<file path="src/rtl/pps_pkg.sv">
package pps_pkg;
   localparam int NUM_STS = 4;
   // status pad roles after reset; strap roles before it
   localparam int ST_SS_SUSP = 0;   // strap: bus mode (1 = I2C)
   localparam int ST_SS_CONN = 1;   // strap: power-management disable
   localparam int ST_HS_CONN = 2;   // strap: gang select
   localparam int ST_HS_SUSP = 3;   // strap: auto-charge disable

   typedef struct packed {
      logic i2c;
      logic pm_dis;
      logic gang;
      logic auto_dis;
      logic pol_hi;
   } strap_cfg_t;

   function automatic logic drive_level(input logic on, input logic pol_hi);
      return pol_hi ? on : ~on;
   endfunction
endpackage

</file>
<file path="src/rtl/pps_strap_cap.sv">
module pps_strap_cap
   import pps_pkg::*;
#(
   parameter int NUM_PORTS = 4
) (
   input  logic                 clk,
   input  logic                 rst_n,
   input  logic [NUM_PORTS-1:0] pwr_pad_in,
   input  logic [NUM_STS-1:0]   sts_pad_in,
   input  logic                 pol_pad_in,
   output logic [NUM_PORTS-1:0] bc_strap,
   output strap_cfg_t           cfg,
   output logic                 cap_done,
   output logic                 oe_on
);
   always_ff @(posedge clk or negedge rst_n) begin
      if (!rst_n) begin
         bc_strap <= '0;
         cfg      <= '0;
         cap_done <= 1'b0;
         oe_on    <= 1'b0;
      end else begin
         if (!cap_done) begin
            bc_strap     <= pwr_pad_in;
            cfg.i2c      <= sts_pad_in[ST_SS_SUSP];
            cfg.pm_dis   <= sts_pad_in[ST_SS_CONN];
            cfg.gang     <= sts_pad_in[ST_HS_CONN];
            cfg.auto_dis <= sts_pad_in[ST_HS_SUSP];
            cfg.pol_hi   <= pol_pad_in;
         end
         cap_done <= 1'b1;
         oe_on    <= cap_done;
      end
   end
endmodule

</file>
<file path="src/rtl/pps_ovc_filt.sv">
module pps_ovc_filt #(
   parameter int SYNC_STAGES = 2,
   parameter int DEGLITCH    = 4
) (
   input  logic clk,
   input  logic rst_n,
   input  logic ovc_n_in,
   output logic evt
);
   localparam int CW = (DEGLITCH > 2) ? $clog2(DEGLITCH) : 1;
   localparam logic [CW-1:0] LAST = CW'(DEGLITCH - 1);

   generate
      if (SYNC_STAGES < 2) begin : g_bad_sync
         $error("SYNC_STAGES must be at least 2");
      end
      if (DEGLITCH < 2) begin : g_bad_dg
         $error("DEGLITCH must be at least 2");
      end
   endgenerate

   logic [SYNC_STAGES-1:0] sq;
   logic [CW-1:0]          cnt;
   logic                   low;

   always_ff @(posedge clk or negedge rst_n) begin
      if (!rst_n) sq <= '1;
      else        sq <= {sq[SYNC_STAGES-2:0], ovc_n_in};
   end

   assign low = ~sq[SYNC_STAGES-1];

   always_ff @(posedge clk or negedge rst_n) begin
      if (!rst_n) begin
         cnt <= '0;
         evt <= 1'b0;
      end else if (!low) begin
         cnt <= '0;
         evt <= 1'b0;
      end else if (cnt == LAST) begin
         evt <= 1'b1;
      end else begin
         cnt <= cnt + 1'b1;
      end
   end
endmodule

</file>
<file path="src/rtl/pps_port_pwr.sv">
module pps_port_pwr #(
   parameter int NUM_PORTS = 4
) (
   input  logic                 clk,
   input  logic                 rst_n,
   input  logic                 run,
   input  logic                 gang,
   input  logic [NUM_PORTS-1:0] req,
   input  logic [NUM_PORTS-1:0] evt,
   output logic [NUM_PORTS-1:0] pwr_on
);
   logic [NUM_PORTS-1:0] trip_q, trip_d, req_eff, evt_eff;
   logic                 any_req, any_evt;

   assign any_req = |req;
   assign any_evt = |evt;

   generate
      for (genvar i = 0; i < NUM_PORTS; i++) begin : g_port
         assign req_eff[i] = gang ? any_req : req[i];
         assign evt_eff[i] = gang ? any_evt : evt[i];
         assign trip_d[i]  = run & ((trip_q[i] & req_eff[i]) | evt_eff[i]);
      end
   endgenerate

   always_ff @(posedge clk or negedge rst_n) begin
      if (!rst_n) begin
         trip_q <= '0;
         pwr_on <= '0;
      end else begin
         trip_q <= trip_d;
         pwr_on <= {NUM_PORTS{run}} & req_eff & ~trip_d;
      end
   end
endmodule

</file>
<file path="src/rtl/port_pwr_strap_ctl.sv">
module port_pwr_strap_ctl
   import pps_pkg::*;
#(
   parameter int NUM_PORTS   = 4,
   parameter int SYNC_STAGES = 2,
   parameter int DEGLITCH    = 4
) (
   input  logic                 clk,
   input  logic                 rst_n,
   input  logic [NUM_PORTS-1:0] pwr_pad_in,
   output logic [NUM_PORTS-1:0] pwr_pad_out,
   output logic [NUM_PORTS-1:0] pwr_pad_oe,
   input  logic [3:0]           sts_pad_in,
   output logic [3:0]           sts_pad_out,
   output logic [3:0]           sts_pad_oe,
   input  logic                 pol_pad_in,
   input  logic [NUM_PORTS-1:0] pwr_req,
   input  logic [NUM_PORTS-1:0] ovc_n,
   input  logic [3:0]           link_sts,
   input  logic [3:0]           sts_en,
   output logic [NUM_PORTS-1:0] cfg_bc_en,
   output logic [NUM_PORTS-1:0] cfg_cdp_ok,
   output logic                 cfg_pm_en,
   output logic                 cfg_gang,
   output logic                 cfg_pol_hi,
   output logic                 cfg_i2c_mode,
   output logic [1:0]           cfg_smb_addr,
   output logic                 cfg_auto_chg,
   output logic [NUM_PORTS-1:0] ovc_flag
);
   generate
      if (NUM_PORTS < 1) begin : g_bad_ports
         $error("NUM_PORTS must be at least 1");
      end
   endgenerate

   strap_cfg_t           cfg;
   logic [NUM_PORTS-1:0] bc_strap, evt, pwr_on;
   logic                 cap_done, oe_on, run;

   pps_strap_cap #(.NUM_PORTS(NUM_PORTS)) u_cap (
      .clk        (clk),
      .rst_n      (rst_n),
      .pwr_pad_in (pwr_pad_in),
      .sts_pad_in (sts_pad_in),
      .pol_pad_in (pol_pad_in),
      .bc_strap   (bc_strap),
      .cfg        (cfg),
      .cap_done   (cap_done),
      .oe_on      (oe_on)
   );

   generate
      for (genvar i = 0; i < NUM_PORTS; i++) begin : g_filt
         pps_ovc_filt #(.SYNC_STAGES(SYNC_STAGES), .DEGLITCH(DEGLITCH)) u_filt (
            .clk      (clk),
            .rst_n    (rst_n),
            .ovc_n_in (ovc_n[i]),
            .evt      (evt[i])
         );
      end
   endgenerate

   assign cfg_pm_en    = cap_done & ~cfg.pm_dis;
   assign cfg_gang     = cfg_pm_en & cfg.gang;
   assign cfg_pol_hi   = cap_done & cfg.pol_hi;
   assign cfg_i2c_mode = cap_done & cfg.i2c;
   assign cfg_smb_addr = (cap_done & ~cfg.i2c) ? {cfg.gang, cfg.pm_dis} : 2'b00;
   assign cfg_auto_chg = cap_done & ~cfg.auto_dis;
   assign run          = oe_on & cfg_pm_en;

   pps_port_pwr #(.NUM_PORTS(NUM_PORTS)) u_pwr (
      .clk    (clk),
      .rst_n  (rst_n),
      .run    (run),
      .gang   (cfg_gang),
      .req    (pwr_req),
      .evt    (evt),
      .pwr_on (pwr_on)
   );

   generate
      for (genvar i = 0; i < NUM_PORTS; i++) begin : g_out
         assign cfg_bc_en[i]   = bc_strap[i] & cfg_pm_en & ~cfg.gang;
         if (i == 0) begin : g_p0
            assign cfg_cdp_ok[i] = cfg_bc_en[i] & ~cfg_auto_chg;
         end else begin : g_pn
            assign cfg_cdp_ok[i] = cfg_bc_en[i];
         end
         assign pwr_pad_oe[i]  = run;
         assign pwr_pad_out[i] = run & drive_level(pwr_on[i], cfg.pol_hi);
         assign ovc_flag[i]    = cfg_pm_en & evt[i];
      end
   endgenerate

   assign sts_pad_oe  = {4{oe_on}} & sts_en;
   assign sts_pad_out = {4{oe_on}} & sts_en & link_sts;
endmodule

</file>
<file path="config.mk">
export PLATFORM = sky130hd
export DESIGN_NAME = port_pwr_strap_ctl
export DESIGN_NICKNAME = d
export VERILOG_FILES = /design/src/rtl/pps_pkg.sv /design/src/rtl/pps_strap_cap.sv /design/src/rtl/pps_ovc_filt.sv /design/src/rtl/pps_port_pwr.sv /design/src/rtl/port_pwr_strap_ctl.sv
export SDC_FILE = /design/constraint.sdc
export NUM_CORES = 1
export LEC_CHECK = 0
export BUFFER_PORTS_ARGS = -buffer_cell sky130_fd_sc_hd__buf_4
export CAP_MARGIN = 40
export CORE_MARGIN = 2
export CORE_UTILIZATION = 40
export DETAILED_ROUTE_END_ITERATION = 10
export HOLD_SLACK_MARGIN = 0.12
export PLACE_DENSITY_LB_ADDON = 0.1
export SLEW_MARGIN = 20
export SYNTH_ARGS = -nofsm -noshare
export SYNTH_HDL_FRONTEND = slang
export SYNTH_SLANG_ARGS = --single-unit
</file>
<file path="constraint.sdc">
create_clock -name clk -period 4.75 [get_ports clk]
set_input_delay 0.475 -clock clk [delete_from_list [all_inputs] [get_ports clk]]
set_output_delay 0.475 -clock clk [all_outputs]
set_load 0.05 [all_outputs]
</file>
; ---- Word level (Yosys, flattened, before mapping)
; Cells that the tools add are included.
; Widths: inputs -> output; s select.
[word_totals]
regBits = 39
elab_cells = 119
out_inout_bits = 35
[classes]
n_bitwise = 50
muxes = 29
eq_ne = 8
reduce_logical = 6
n_addsub = 4
[ops]
columns = op, n
row1 = $and 1x1->1, 32
row2 = $mux 1, 20
row3 = $mux 2, 9
row4 = $and 4x4->4, 4
row5 = $not 1->1, 9
row6 = $add 2x1->2 const B, 4
row7 = $eq 2x2->1 const B, 4
row8 = $ne 2x1->1 const B, 4
row9 = $reduce_bool 2->1, 4
row10 = $reduce_or 4->1, 2
row11 = $not 4->4, 1
row12 = $or 1x1->1, 4

; ---- Longest topological paths before layout
; Gate-level depths: netlist of the first run.
[logic_depth]
word_depth = 9
depth_mapped = 6
depth_no_buf = 4

; ---- Modules after synthesis
; Synthesis of the first run repeated with hierarchy kept, for this count alone.
[hier_totals]
hier_cells = 149
hier_area_um2 = 1816.7
[by_module_without_submodules]
columns = mod, n_inst, cells_per_inst, seq_area_each_um2, area_each_um2
row1 = pps_ovc_filt, 4, 12, 127.6, 173.9
row2 = pps_strap_cap, 1, 22, 275.3, 425.4
row3 = pps_port_pwr, 1, 36, 200.2, 405.4
row4 = port_pwr_strap_ctl, 1, 43, 0.0, 290.3

; ---- Worst setup path before layout of the first run
; No wires, ideal clock.
[synth_path]
path_kind = reg2out
from = reg u_cap.cap_done
to = out cfg_cdp_ok[1]
path_slack_ps = 2485
path_buffers = 3
arrival_time_ps = 1790
stages_incl_launch_ff = 7
path_cell_list = dfrtp_1 buf_4 nor2b_1 buf_6 nor2b_1 and2_1 buf_4
[synth_via]
elab_chain_cells = 3
[synth_lines]
columns = element, line
row1 = from (decl), pps_strap_cap.sv:13  ; output logic cap_done,
row2 = from (signal assigned), pps_strap_cap.sv:20  ; cap_done <= 1'b0;
row3 = from (signal assigned), pps_strap_cap.sv:31  ; cap_done <= 1'b1;
row4 = $and 1x1->1, port_pwr_strap_ctl.sv:64  ; assign cfg_pm_en = cap_done & ~cfg.pm_dis;
row5 = via cfg_pm_en, port_pwr_strap_ctl.sv:23  ; output logic cfg_pm_en,
row6 = $and 1x1->1 (2 in a row), port_pwr_strap_ctl.sv:84  ; assign cfg_bc_en[i] = bc_strap[i] & cfg_pm_en & ~cfg.gang;
row7 = to (decl), port_pwr_strap_ctl.sv:22  ; output logic [NUM_PORTS-1:0] cfg_cdp_ok,
; The timed path passes the listed nets, and every way through them passes these cells.

; ---- Worst setup path in the final report of the first run
[layout_path]
from = reg u_cap.cap_done
to = out pwr_pad_oe[2]
[layout_via]
elab_chain_cells = 2
[layout_lines]
columns = element, line
row1 = $and 1x1->1, port_pwr_strap_ctl.sv:64
row2 = $and 1x1->1, port_pwr_strap_ctl.sv:70  ; assign run = oe_on & cfg_pm_en;
row3 = to (decl), port_pwr_strap_ctl.sv:12  ; output logic [NUM_PORTS-1:0] pwr_pad_oe,
; Every way passes these cells.

==> summary.md, run 1 <==
| Metric | Value |
|---|---|
| Synth Area in Compound Gates | 4.95% |
| Routability congestion estimate | approximately 0.81 |
| Syn_area_per_cell | 11.8 um^2 |
| Post-Synth Adder-Cell Area | around 2.8% |
| Worst path cell trace | nor2b_1 > nand2_1 > inv_1 > buf_4 |
| Max rail drop VDD | approximately 160 uV |
| Lkg Pwr | between 1 and 1.5 nW |
| Global Route Usage Sum | between 10% and 20% |
| Clock transition at path regs | around 0.08 ns |
| Area delta synth->final | 30.5% |
| Worst skew pair latency | approximately 0.29 ns |
| Worst hold path type | in2async |
| Global route overflow | 0 |
| Mapped Nets | roughly 180 |
| Final Max Slew Viols | 0 |
| Antenna-violating nets left | 0 |
| Fmax | approximately 0.37 GHz |
| DRT iter0 DRCs | 49 |
| Power Density | 359 nW/um^2 |
| Final WL | 3.27 mm |
| Synth warn | 0 |
| Crit path arrival time | approximately 2.2 ns |
| Sequential area share after synthesis | 55.7% |
| Max Cap Viol | 0 |
| Crit share post-route | around 56% |
| Tmin final | approximately 2.7 ns |
| Share of layout cells above drive strength 1 | between 40 and 50% |
| Outcome | finished clean |
| Die X | a little over 70 um |
| Placement Rows | 24 |
| Final core occ | roughly 54% |
| Layout Skew | roughly 0.0085 ns |
| Die height | ~71 um |
| Global-route wire length before repair | 5.40 mm |
| Root buffer cell | clkbuf_8 |
| FILL cells | 382 |
| First-pass detailed-route iteration total | 4 |
| Pin count of the biggest net entering global routing | 40 |
| Reg2Reg Setup Slack | 2.73 ns |
| Drt drc | 0 |
| Pwr Total | around 0.83 mW |
| Post-synthesis mux area share | under 10% |
| Slew HR | 61.2% |
| CTS resizes | 0 |
| PortBufs | roughly 60 |
| Die area | ~5000 um^2 |
| CTS Buf Count | 5 |
| CP max stage cell | dfrtp_1 |
| Fin. Hold Viols | 0 |
| Ant. Diodes | 0 |
| Setup TNS | 0 ns |
| Routed len/inst | around 13 um |
| CP peak stage delay | approximately 0.7 ns |
| Worst flop-to-flop path endpoint | u_pwr.pwr_on[2]$_DFF_PN0_ |
| Hold Slack | 0.141 ns |
| HPWL Detailed | around 2.5 mm |
| Crit path max fanout | 17 |
| CTS H-tree depth | 2 |
| Setup Crit Path Kind | reg2out |
| Endpoints failing setup | 0 |
| Cell area after layout | ~2300 um^2 |
| Max clock buf depth | 2 |
| Main combinational cell family by area after synthesis | simple AND/OR/NAND/NOR gates |
| Unrepaired setup endpoints after global routing | false |
| Antenna violations before repair | 0 |
| Yosys cell types | 34 |
| Vias | approximately 1300 |
| Post-CTS Setup Inserts | 0 |
| CP endpoint kind | output port |
| Vias per cell | about 5 |
| CTS sink cnt | 39 |
| Core ar. | 4290 um^2 |
| Post-synthesis xor/xnor area fraction | around 4.0% |
| Post-Synth Simple-Gate Area | a little under a fifth |
| Req. time, crit path | 4.28 ns |
| Reg2Reg Depth | 3 |
| Cells after Synth | 150 |
| Mapped cell area | 1770 um^2 |
| Actual slew at the worst max-slew pin | approximately 0.58 ns |
| Critical path origin | u_cap.cap_done$_DFF_PN0_ |
| Final nets | roughly 240 |
| Vias in the first global route | around 1200 |
| CTS Hold Buffers Added | 0 |
| Num ports | slightly above 60 |
| Worst setup endpoint | pwr_pad_oe[2] |
| CTS tree | built |
| Number of synthesized register bits | 39 |
| Initial Util | around 41% |
| CP startpoint kind | register |
| Placed inst area | 2210 um^2 |
| Reg2reg start | u_cap.cap_done$_DFF_PN0_ |
==> kinds of logic (layout without fill, tap and decap cells) <==
kind of cell / count (synthesis) / in the layout
flip-flops: 39 / 39
multiplexers: 13 / 13
other: 1 / 1
AND/OR/NAND/NOR: 60 / 60
adder cells (fa/ha/maj): 4 / 4
AO/OA/AOI/OAI: 10 / 10
buffers and inverters: 15 / 71
XOR/XNOR: 8 / 8
==> power breakdown <==
group,switching (mW),internal (mW)
Clock,0.112,0.132
Sequential,0.0281,0.367
Combinational,0.109,0.0805
Total,0.249,0.580
==> area by class of cell <==
type	instances	area [um^2]	area share, %
flip-flops and latches	39	986	42.7
well taps	52	65.1	2.82
multi-input cells	96	689	29.8
clock buffers	7	96.3	4.17
clock inverters	1	7.51	0.325
inverters	2	7.51	0.325
repair buffers	61	458	19.8
==> state kept, by name (all words and copies together) (netlist names) <==
register and count:
u_cap.bc_strap 4, u_cap.oe_on 1, g_filt.u_filt.cnt 8, u_cap.cfg 5
u_pwr.trip_q 4, u_cap.cap_done 1, g_filt.u_filt.sq 8, g_filt.u_filt.evt 4
u_pwr.pwr_on 4
==> worst min-delay path by stage <==
stage                                     endpoint  slack (ns)
2_1_floorplan  g_filt[0].u_filt.cnt[0]$_DFFE_PN0P_        0.18
3_3_place_gp      g_filt[1].u_filt.sq[1]$_DFF_PN1_        0.35
3_5_place_dp      g_filt[0].u_filt.sq[1]$_DFF_PN1_        0.35
4_1_cts              u_cap.bc_strap[1]$_DFFE_PN0N_        0.15
5_1_grt                  u_pwr.trip_q[1]$_DFF_PN0_        0.18
6_report             u_cap.bc_strap[2]$_DFFE_PN0N_        0.14
==> metrics by stage <==
step | worst slack, ns | instances
floorplan | 2.48 | 150
global placement | 2.42 | 250
detailed placement | 2.32 | 250
CTS | 2.00 | 258
global route | 1.80 | 258
finish | 2.07 | 258
==> layer usage <==
| metal | wire length [um] | global-route usage, % | part of all wire, % | up-vias |
|---|---|---|---|---|
| li1 | - | - | - | 613 |
| met1 | 1240 | 15.6 | 38 | 605 |
| met2 | 1760 | 24.4 | 54 | 38 |
| met3 | 206 | 3.28 | 6.3 | 7 |
| met4 | 65 | 6.29 | 2.0 | 0 |
| met5 | 0 | 0 | 0 | - |
==> worst max-delay path, delay by kind of cell (launching register included) <==
family | cells | cell delay [ns]
flip-flops | 1 | 0.72
AND/OR/NAND/NOR | 2 | 0.79
buffers and inverters | 2 | 0.40
==> cells in the mapped netlist <==
| cell | n | area [um^2] |
|---|---|---|
| dfrtp_1 | 31 | 776 |
| nor2_1 | 20 | 75.1 |
| and2_1 | 13 | 81.3 |
| mux2_2 | 9 | 101 |
| buf_4 | 8 | 60.1 |
| dfstp_2 | 8 | 210 |
| xor2_1 | 8 | 70.1 |
| nor3_1 | 6 | 30.0 |
| and3_1 | 5 | 31.3 |
| ha_1 | 4 | 50.1 |
| mux2i_1 | 4 | 40.0 |
| nand2_1 | 4 | 15.0 |
| a221oi_1 | 3 | 26.3 |
| clkbuf_1 | 3 | 11.3 |
| nor2b_1 | 3 | 18.8 |
| a2111oi_1 | 2 | 20.0 |
| and3b_1 | 2 | 17.5 |
| a2111oi_2 | 1 | 15.0 |
| a21oi_1 | 1 | 5.00 |
| and2_2 | 1 | 7.51 |
| buf_2 | 1 | 5.00 |
| buf_6 | 1 | 11.3 |
| clkinv_1 | 1 | 3.75 |
| conb_1 | 1 | 3.75 |
| inv_1 | 1 | 3.75 |
| nand3_1 | 1 | 5.00 |
| nand3b_4 | 1 | 20.0 |
| nor3b_1 | 1 | 7.51 |
| o2111ai_1 | 1 | 8.76 |
| o211ai_1 | 1 | 7.51 |
| o21ai_0 | 1 | 5.00 |
| or2_4 | 1 | 8.76 |
| or4_1 | 1 | 7.51 |
| or4_4 | 1 | 11.3 |
==> cells in the final DEF (no fill, tap or decap), types with 3 or more instances in the layout <==
master	netlist	final
ha_1	4	4
and3_1	5	5
mux2_2	9	9
a221oi_1	3	3
nor2_1	20	20
clkbuf_8	0	7
nor2b_1	3	3
nor3_1	6	6
mux2i_1	4	4
and2_1	13	13
dfstp_2	8	8
xor2_1	8	8
dfrtp_1	31	31
nand2_1	4	4
buf_4	8	61
Power figures use the tool's default switching activity.
==> inputs of run 2 (changes only) <==
Clock period 4.75 ns to 2.1 ns, I/O delays scaled along.
==> summary.md, run 2 (same netlist as run 1, synthesis figures left out) <==
| Metric | Value |
|---|---|
| Outcome | finished clean |
| CTS tree | built |
| Pwr Total | 1.89 mW (+130%) |
| Comb pwr share | 23.7% (+0.8 points) |
| Crit share post-route | around 88% |
| Net Sw Power | 0.564 mW (+130%) |
| Regs by FF count | g_filt.u_filt.cnt x8, g_filt.u_filt.sq x8, u_cap.cfg x5 |
| CTS H-tree depth | 2 (unchanged) |
| Tmin final | 1.84 ns |
| Global Route Usage Sum | 14.7% (+1.0 points) |
| Worst hold path type | in2reg |
| Share of layout cells above drive strength 1 | 43.7% (-0.51 points) |
| Antenna-violating nets left | 0 (unchanged) |
| Layout Skew | 0.00359 ns (-0.00486 ns) |
| Crit path max fanout | 9 (-8) |
| Req. time, crit path | 1.89 ns (-2.39 ns) |
| Net Sw Frac | 29.9% (-0.12 points) |
| FILL cells | 373 (-2.4%) |
| DRT iter0 DRCs | 60 (+22%) |
| Setup Crit Path Kind | reg2out |
| Global-route wire length before repair | 5.88 mm (+9.0%) |
| Worst flop-to-flop path endpoint | u_pwr.pwr_on[3]$_DFF_PN0_ |
| Worst skew pair latency | 0.29 ns (about the same) |
| Most frequent cells in the layout | 63 x buf_4, 31 x dfrtp_1, 20 x nor2_1, 13 x and2_1, 9 x mux2_2 |
| Final cell count without fillers | 265 (+2.7%) |
| PortBufs | 61 (unchanged) |
| CTS Buf Count | 5 (unchanged) |
| Vias in the first global route | 1328 (+8.3%) |
| Vias per cell | 4.86 (-0.71%) |
| Placement Rows | 24 (unchanged) |
| Ant. Diodes | 0 (unchanged) |
| Worst setup endpoint | cfg_cdp_ok[3] |
| Unrepaired setup endpoints after global routing | false |
| Placed inst area | 2220 um^2 (+0.68%) |
| CTS resizes | 0 (unchanged) |
| Fin. Hold Viols | 0 (unchanged) |
| CTS sink cnt | 39 (unchanged) |
| Max Cap Viol | 0 (unchanged) |
| Worst path cell trace | nor2b_1 > buf_4 > nor2b_1 > and2_1 > buf_4 |
| Final core occ | 55.3% (+1.5 points) |
| Drt drc | 0 (unchanged) |
| Die X | 70.5 um (unchanged) |
| Reg2Reg Setup Slack | 0.37 ns (-2.36 ns) |
| First-pass detailed-route iteration total | 4 (unchanged) |
| Reg2Reg Depth | 3 (unchanged) |
| Final WL | 3.41 mm (+4.1%) |
| Clock transition at path regs | 0.07 ns (about the same) |
| Area delta synth->final | 34.1% |
| CP peak stage delay | 0.40 ns (-0.32 ns) |
| Global route overflow | 0 (unchanged) |
| Setup TNS | 0 ns (unchanged) |
| Routed len/inst | 12.9 um (+1.4%) |
| Crit path arrival time | 1.63 ns (-0.57 ns) |
| Initial Util | 41.2% (unchanged) |
| Final nets | 243 (+3.0%) |
| Power Internal | 1.32 mW (+130%) |
| Routability congestion estimate | 0.793 (-1.7%) |
| Flop pwr share | 47.2% (-0.5 points) |
| Power Density | 794 nW/um^2 (+120%) |
| Max rail drop VDD | 450 uV (+170%) |
| Die height | 70.5 um (unchanged) |
| Lkg Pwr | 1.19 nW (+2.7%) |
| CP top delay family | simple AND/OR/NAND/NOR gates |
| Antenna violations before repair | 0 (unchanged) |
| Die area | 4970 um^2 (unchanged) |
| Clock network power share | 29.1% (-0.3 points) |
| Root buffer cell | clkbuf_8 |
| Final Max Slew Viols | 0 (unchanged) |
| CP max stage cell | dfrtp_1 |
| CP startpoint kind | register |
| Most common cell after layout, fill and taps aside | buf_4 |
| Critical path origin | u_cap.cfg[3]$_DFFE_PN0N_ |
| Reg2reg start | g_filt[0].u_filt.evt$_DFFE_PN0P_ |
| Max clock buf depth | 2 (unchanged) |
| Core ar. | 4290 um^2 (unchanged) |
| Num ports | 62 (unchanged) |
| Inst Count DP | 252 (+0.80%) |
| CP bufs+invs | 2 (unchanged) |
| HPWL Detailed | 2.57 mm (+2.9%) |
| Post-CTS Setup Inserts | 0 (unchanged) |
| CP endpoint kind | output port |
| Vias | 1288 (+2.0%) |
| Pin count of the biggest net entering global routing | 40 (unchanged) |
| Endpoints failing setup | 0 (unchanged) |
| Fmax | approximately 0.54 GHz |
| Levels on crit path | 5 (+1) |
| Cell area after layout | 2370 um^2 (+2.8%) |
-- run 2: metrics by stage --
step                worst slack [ns]  hold WS, ns
detailed placement             0.390        0.211
finish                         0.259        0.153
floorplan                     0.0998      -0.0856
global route                  0.0965        0.131
global placement               0.421        0.203
CTS                            0.199        0.143
-- run 2: timing repair --
action / in CTS / in global routing
setup endpoints to repair: 0 / 0
hold buffers: 5 / 0
endpoints found under the hold margin: 35 / 0
-- run 2: per-layer routing --
metal / up-vias / wire [um] / track usage [%]
li1: 622 / - / -
met1: 624 / 1270 / 16.4
met2: 36 / 1900 / 26.8
met3: 6 / 199 / 4.42
met4: 0 / 41 / 5.03
met5: - / 0 / 0
-- run 2: how the worst min path moves through the flow --
stage                     slack (ns)           from                                  end  cells past startpoint
after floorplan                -0.09          rst_n  g_filt[0].u_filt.cnt[0]$_DFFE_PN0P_                      0
after CTS                       0.14  pwr_pad_in[2]        u_cap.bc_strap[2]$_DFFE_PN0N_                      2
final                           0.15  pwr_pad_in[2]        u_cap.bc_strap[2]$_DFFE_PN0N_                      2
after detailed placement        0.21          rst_n            u_pwr.trip_q[1]$_DFF_PN0_                      1
after global routing            0.13  pwr_pad_in[2]        u_cap.bc_strap[2]$_DFFE_PN0N_                      2
after global placement          0.20          rst_n            u_pwr.pwr_on[1]$_DFF_PN0_                      1
-- run 2: final cells by class --
| type | count | area [um^2] | share of cell area (%) |
|---|---|---|---|
| Multi-Input combinational cell | 96 | 689 | 29.0 |
| Sequential cell | 39 | 986 | 41.5 |
| Tap cell | 52 | 65.1 | 2.74 |
| Clock buffer | 7 | 96.3 | 4.06 |
| Clock inverter | 1 | 7.51 | 0.316 |
| Inverter | 2 | 7.51 | 0.316 |
| Timing Repair Buffer | 68 | 523 | 22.0 |
-- run 2: power groups by stage --
stage	Clock [mW]	Combinational, mW	Sequential [mW]
floorplan	0	0.324	0.884
global placement	0	0.430	0.898
detailed placement	0	0.447	0.906
CTS	0.570	0.456	0.891
global route	0.607	0.488	0.902
finish	0.548	0.447	0.890
-- run 2: worst reg2reg max path, stage by stage (launching register included) --
cell and delay, ns:
dfrtp_1 0.44, or4_4 0.56, or2_4 0.26, a2111oi_1 0.34
